`config.mk`:
```
export PLATFORM = sky130hd
export DESIGN_NAME = wdog_two_stage
export DESIGN_NICKNAME = d
export VERILOG_FILES = /design/src/rtl/wdog_pkg.sv /design/src/rtl/wdog_timebase.sv /design/src/rtl/wdog_interval.sv /design/src/rtl/wdog_ctrl.sv /design/src/rtl/wdog_two_stage.sv
export SDC_FILE = /design/constraint.sdc
export NUM_CORES = 1
export LEC_CHECK = 0
export BUFFER_PORTS_ARGS = -buffer_cell sky130_fd_sc_hd__buf_2
export CAP_MARGIN = 25
export CORE_ASPECT_RATIO = 0.9
export CORE_UTILIZATION = 45
export DETAILED_ROUTE_END_ITERATION = 10
export HOLD_SLACK_MARGIN = 0.15
export PLACE_DENSITY = 0.68
export SLEW_MARGIN = 20
export SYNTH_ARGS = -nofsm -noshare
export SYNTH_HDL_FRONTEND = slang
export SYNTH_SLANG_ARGS = --single-unit
```
`constraint.sdc`:
```
create_clock -name clk -period 2.85 [get_ports clk]
set_input_delay 0.4275 -clock clk [delete_from_list [all_inputs] [get_ports clk]]
set_output_delay 0.4275 -clock clk [all_outputs]
set_load 0.03 [all_outputs]
```
`src/rtl/wdog_pkg.sv`:
```
package wdog_pkg;

    // word index = byte address / 4
    localparam int unsigned WORD_CSA = 0;
    localparam int unsigned WORD_CSB = 1;
    localparam int unsigned WORD_TB  = 2;

    // bit positions in control/status A
    localparam int unsigned CSA_EN_BIT  = 1;
    localparam int unsigned CSA_WDS_BIT = 2;
    localparam int unsigned CSA_WRS_BIT = 3;
    // bit position in control/status B
    localparam int unsigned CSB_EN_BIT  = 0;

    typedef struct packed {
        logic en_a;
        logic en_b;
        logic state_flag;
        logic rst_flag;
        logic rst_pulse;
    } ctrl_t;

endpackage

```
`src/rtl/wdog_timebase.sv`:
```
module wdog_timebase #(
    parameter int unsigned TB_W = 32
) (
    input  logic            clk,
    input  logic            arst_n,
    output logic [TB_W-1:0] tb_o
);
    logic [TB_W-1:0] tb_d, tb_q;

    always_comb begin
        tb_d = tb_q + TB_W'(1);
    end

    always_ff @(posedge clk or negedge arst_n) begin
        if (!arst_n) tb_q <= '0;
        else         tb_q <= tb_d;
    end

    assign tb_o = tb_q;

    // free-running, steps by one each edge
    p_tb_step_r8: assert property (@(posedge clk) disable iff (!arst_n)
        $past(arst_n) |-> tb_q == $past(tb_q) + TB_W'(1));

endmodule

```
`src/rtl/wdog_interval.sv`:
```
module wdog_interval #(
    parameter int unsigned INTV_EXP = 30
) (
    input  logic clk,
    input  logic arst_n,
    input  logic run_i,
    input  logic restart_i,
    output logic ovf_o
);
    logic [INTV_EXP-1:0] cnt_d, cnt_q;

    always_comb begin
        if (!run_i || restart_i) cnt_d = '0;
        else                     cnt_d = cnt_q + INTV_EXP'(1);
        ovf_o = run_i && !restart_i && (&cnt_q);
    end

    always_ff @(posedge clk or negedge arst_n) begin
        if (!arst_n) cnt_q <= '0;
        else         cnt_q <= cnt_d;
    end

    // halted watchdog holds a zero count
    p_halt_clears_r3: assert property (@(posedge clk) disable iff (!arst_n)
        !run_i |=> cnt_q == '0);

    // service restarts the count
    p_restart_r6: assert property (@(posedge clk) disable iff (!arst_n)
        restart_i |=> cnt_q == '0);

endmodule

```
`src/rtl/wdog_ctrl.sv`:
```
module wdog_ctrl
    import wdog_pkg::*;
#(
    parameter int unsigned DATA_W = 32,
    parameter int unsigned ADDR_W = 4,
    parameter int unsigned TB_W   = 32
) (
    input  logic              clk,
    input  logic              arst_n,
    input  logic [ADDR_W-1:0] bus_addr,
    input  logic              bus_wr,
    input  logic [DATA_W-1:0] bus_wdata,
    output logic [DATA_W-1:0] bus_rdata,
    input  logic [TB_W-1:0]   tb_i,
    input  logic              ovf_i,
    output logic              run_o,
    output logic              restart_o,
    output logic              irq_o,
    output logic              wdt_rst_o
);
    localparam int unsigned WORD_W = ADDR_W - 2;

    ctrl_t d, q;
    logic [WORD_W-1:0] word;
    logic wr_a, wr_b, clr_state, clr_rst;

    assign word = bus_addr[ADDR_W-1:2];

    always_comb begin
        wr_a      = bus_wr && (word == WORD_W'(WORD_CSA));
        wr_b      = bus_wr && (word == WORD_W'(WORD_CSB));
        clr_state = wr_a && bus_wdata[CSA_WDS_BIT];
        clr_rst   = wr_a && bus_wdata[CSA_WRS_BIT];

        d = q;
        if (wr_a) d.en_a = bus_wdata[CSA_EN_BIT];
        if (wr_b) d.en_b = bus_wdata[CSB_EN_BIT];
        if (clr_state) d.state_flag = 1'b0;
        if (clr_rst)   d.rst_flag   = 1'b0;
        d.rst_pulse = ovf_i && q.state_flag;
        if (ovf_i) d.state_flag = 1'b1;
        if (ovf_i && q.state_flag) d.rst_flag = 1'b1;
    end

    always_ff @(posedge clk or negedge arst_n) begin
        if (!arst_n) q <= '0;
        else         q <= d;
    end

    always_comb begin
        bus_rdata = '0;
        if (word == WORD_W'(WORD_CSA)) begin
            bus_rdata[CSA_EN_BIT]  = q.en_a;
            bus_rdata[CSA_WDS_BIT] = q.state_flag;
            bus_rdata[CSA_WRS_BIT] = q.rst_flag;
        end else if (word == WORD_W'(WORD_CSB)) begin
            bus_rdata[CSB_EN_BIT] = q.en_b;
        end else if (word == WORD_W'(WORD_TB)) begin
            bus_rdata = DATA_W'(tb_i);
        end
    end

    assign run_o     = q.en_a || q.en_b;
    assign restart_o = clr_state || clr_rst;
    assign irq_o     = q.state_flag;
    assign wdt_rst_o = q.rst_pulse;

    logic unused_bits;
    assign unused_bits = ^{bus_addr[1:0], bus_wdata};

    // first overflow raises the interrupt
    p_first_ovf_r4: assert property (@(posedge clk) disable iff (!arst_n)
        ovf_i |=> irq_o);

    // reset pulse lasts one cycle and requires a prior flag
    p_rst_one_cycle_r5: assert property (@(posedge clk) disable iff (!arst_n)
        wdt_rst_o |=> !wdt_rst_o);
    p_rst_needs_flag_r5: assert property (@(posedge clk) disable iff (!arst_n)
        $rose(wdt_rst_o) |-> $past(irq_o));

    // status flag is set while the pulse is out
    p_rst_status_r10: assert property (@(posedge clk) disable iff (!arst_n)
        wdt_rst_o |-> q.rst_flag);

    // a zero in the state bit keeps a set flag
    p_zero_write_r7: assert property (@(posedge clk) disable iff (!arst_n)
        (wr_a && !bus_wdata[CSA_WDS_BIT] && q.state_flag) |=> q.state_flag);

endmodule

```
`src/rtl/wdog_two_stage.sv`:
```
module wdog_two_stage #(
    parameter int unsigned DATA_W   = 32,
    parameter int unsigned ADDR_W   = 4,
    parameter int unsigned TB_W     = 32,
    parameter int unsigned INTV_EXP = 30
) (
    input  logic              clk,
    input  logic              arst_n,
    input  logic [ADDR_W-1:0] bus_addr,
    input  logic              bus_wr,
    input  logic [DATA_W-1:0] bus_wdata,
    output logic [DATA_W-1:0] bus_rdata,
    output logic              irq_o,
    output logic              wdt_rst_o
);
    logic [TB_W-1:0] tb_w;
    logic run_w, restart_w, ovf_w;

    wdog_timebase #(.TB_W(TB_W)) u_tb (
        .clk(clk), .arst_n(arst_n), .tb_o(tb_w)
    );

    wdog_interval #(.INTV_EXP(INTV_EXP)) u_intv (
        .clk(clk), .arst_n(arst_n), .run_i(run_w),
        .restart_i(restart_w), .ovf_o(ovf_w)
    );

    wdog_ctrl #(.DATA_W(DATA_W), .ADDR_W(ADDR_W), .TB_W(TB_W)) u_ctrl (
        .clk(clk), .arst_n(arst_n), .bus_addr(bus_addr), .bus_wr(bus_wr),
        .bus_wdata(bus_wdata), .bus_rdata(bus_rdata), .tb_i(tb_w),
        .ovf_i(ovf_w), .run_o(run_w), .restart_o(restart_w),
        .irq_o(irq_o), .wdt_rst_o(wdt_rst_o)
    );

    // no overflow while halted
    p_no_ovf_halted_r3: assert property (@(posedge clk) disable iff (!arst_n)
        !run_w |-> !ovf_w);

endmodule

```
==> results_dict.tcl <==
set metrics [dict create \
    synthTopCellsByArea "dfrtp_1 (50%), xnor2_1 (8.8%), and2_1 (6.1%), nand4_1 (3.1%), nand3_1 (2.7%)" \
    worst_slew_pin_slew_ps 841.7 \
    antenna_cells 0 \
    synth_top_cell_by_area "dfrtp_1" \
    coreArea_um2 7148 \
    routedWlPerCell_um 12.78 \
    vdd_drop_max_mv 0.2429 \
    crit_chain "ha_1 -> nand3_1 -> or4_4 -> or3_2 -> o31ai_2" \
    crit_required_ps 3100 \
    cts.sinks 67 \
    hp-class "in -> reg" \
    hold_viol 0 \
    drv_cap 0 \
    clk_latency_ps 340 \
    skew_ps 7.150 \
    drt_wl_total_um 6122 \
    setup-violations-final 0 \
    drt-initial-drc-count 105 \
    synth_cell_types 37 \
    max_slew_margin 0.4342 \
    synth.net_count 378 \
    drive_gt1_frac 0.1943 \
    critPathKind "reg -> reg" \
    io_pins 73 \
    maxSlewViolCount 0 \
    ys_warn_count 0 \
    syn_area_per_cell_um2 10.04 \
    rsz0062_at_grt "false" \
    final_nets 422 \
    area_delta_synth_final_pct 15.39 \
    worstPathMaxFanout 15 \
    leakage_uw 0.001747 \
    port_buffers 42 \
    antenna_found_initial 0 \
    worstSetupStartpointType "flop" \
    cts-resized-gates 0 \
    arrival_ps 2570 \
    cts-hold-fix-buffers 1 \
    numCtsBuffers 9 \
    synth_cells 337 \
    mappedNetlistArea_um2 3382 \
    endpoint_kind "flop" \
    timing.fmax_mhz 431.0 \
    p_total_uw 1922 \
    min_period_ps 2320 \
    seq_area_frac_synth 0.4957 \
    tritoncts "yes" \
    via_count 2566 \
    start_util 0.4731 \
    place.gp.congestion 0.7507 \
    r2r_slack_ps 530 \
    hpwlAfterDp_um 4187 \
    synth_seq_cells 67 \
    post_cts_buffers 0 \
    rows 29 \
    grt_pass1_vias 2467 \
    grt_max_degree 40 \
    gr-total-overflow 0 \
    die_height_um 84.25 \
    finalSetupTns_ps 0 \
    synth_top_area_frac 0.4957 \
    critical-path-max-stage-delay_ps 670 \
    power_density_nw_per_um2 492.4 \
    die-area_um2 7867 \
    route.detailed.drc 0 \
    min_period_over_period 0.8140 \
    crit_slowest_cell "or4_4" \
    postRouteAntennaNets 0 \
    clk_pin_slew_ps 70 \
    clock_path_buffers 2 \
    drt_pass1_iterations 4 \
    htreeDepth 3 \
    cts_root_buffer "clkbuf_8" \
    viasPerCell 5.357 \
    die_x_um 93.38 \
    grt_pass1_wl_um 10870 \
    status "completed" \
    fill_cells 644 \
    grt.total_usage 0.1728 \
]
## layer usage
layer,global-route usage,part of all wire
met5,0,0
met4,0.04755,0.0078
met3,0.05525,0.038
met2,0.2901,0.48
met1,0.2140,0.47
## Yosys cell counts
| master | count |
|---|---|
| a22o_1 | 1 |
| xor2_1 | 7 |
| o21ai_0 | 5 |
| a21oi_1 | 16 |
| o31ai_1 | 11 |
| nor4_2 | 2 |
| nand3_4 | 1 |
| and3_1 | 10 |
| dfrtp_1 | 67 |
| a21o_1 | 1 |
| or3_1 | 3 |
| and4_1 | 3 |
| nand4_1 | 17 |
| nand4_2 | 1 |
| nor2b_1 | 2 |
| buf_2 | 1 |
| o31ai_2 | 1 |
| nand2b_1 | 1 |
| or4_1 | 11 |
| mux2_2 | 2 |
| and2_1 | 33 |
| nand2_1 | 24 |
| clkbuf_1 | 12 |
| or3_2 | 2 |
| or2_2 | 2 |
| inv_1 | 10 |
| nor3_1 | 5 |
| nor4_1 | 2 |
| ha_1 | 2 |
| nand3_1 | 18 |
| xnor2_1 | 34 |
| and2_0 | 1 |
| or4_4 | 2 |
| nor3b_1 | 1 |
| nor2_1 | 20 |
| mux2i_1 | 5 |
| buf_6 | 1 |
## state kept, by name, indices dropped and copies added, names as in the netlist
signal            cells
u_intv.cnt_q         30
u_ctrl.irq_o          1
u_tb.tb_o            32
u_ctrl.wdt_rst_o      1
u_ctrl.q              3
## final cells by class
| type | instances | area, um^2 | area share |
|---|---|---|---|
| clock inverters | 6 | 65.06 | 0.01667 |
| multi-input cells | 246 | 1607 | 0.4117 |
| repair buffers | 47 | 262.8 | 0.06733 |
| well taps | 93 | 116.4 | 0.02982 |
| inverters | 10 | 37.54 | 0.009618 |
| clock buffers | 10 | 137.6 | 0.03527 |
| flip-flops and latches | 67 | 1677 | 0.4296 |
## final timing paths
check | cells after the start | startpoint | endpoint
min | 2 | bus_wdata[0] | u_ctrl.q[3]
max in group asynchronous | 3 | arst_n | u_intv.cnt_q[8]
max reg2reg | 5 | u_intv.cnt_q[0] | u_ctrl.q[1]
min reg2reg | 1 | u_tb.tb_o[18] | u_tb.tb_o[18]
min in group asynchronous | 2 | arst_n | u_tb.tb_o[14]
max | 5 | u_intv.cnt_q[0] | u_ctrl.q[1]
## metrics by stage
step	instance area (um^2)	worst slack, ps	utilization	instances	hold WS [ps]
after floorplan	3382	778.3	-	337	131.9
after global placement	3690	576.5	0.5162	462	468.2
after detailed placement	3690	533.0	0.5162	462	475.7
after CTS	3902	516.5	0.5459	479	306.5
after global routing	3902	380.4	0.5459	479	321.1
final	3902	530.0	0.5459	479	324.8
## kinds of logic (layout without fill, tap and decap cells)
logic type	after synthesis	after routing	synth area share
AND/OR/NAND/NOR	161	161	0.2760
flip-flops	67	67	0.4957
XOR/XNOR	41	41	0.1062
AO/OA/AOI/OAI	35	35	0.06400
buffers and inverters	24	73	0.02923
multiplexers	7	7	0.02146
adder cells (fa/ha/maj)	2	2	0.007398
## report_power, final
group / internal (uW) / switching, uW / leakage [uW]
sequential: 974 / 22.7 / 0.000914
combinational: 48.0 / 90.7 / 0.000743
clock: 425 / 361 / 0.0000905
## layout by cell type, fill, tap and decap left out, drive strengths merged, types with 3 or more instances in the layout
| cell type | instances |
|---|---|
| and3 | 10 |
| xor2 | 7 |
| nand3 | 19 |
| nor2 | 20 |
| buf | 46 |
| o31ai | 12 |
| clkinvlp | 4 |
| nand2 | 24 |
| or4 | 13 |
| o21ai | 5 |
| clkbuf | 10 |
| nor3 | 5 |
| inv | 10 |
| xnor2 | 34 |
| nor4 | 4 |
| mux2i | 5 |
| and4 | 3 |
| a21oi | 16 |
| dfrtp | 67 |
| nand4 | 18 |
| or3 | 5 |
| and2 | 34 |
## critical path, delay by kind of cell, from the launching register on
family	cells	cell delay, ps
AND/OR/NAND/NOR	3	1390
adder cells (fa/ha/maj)	1	220
flip-flops	1	390
AO/OA/AOI/OAI	1	220
Note: power is estimated with default switching activity, not from simulation.
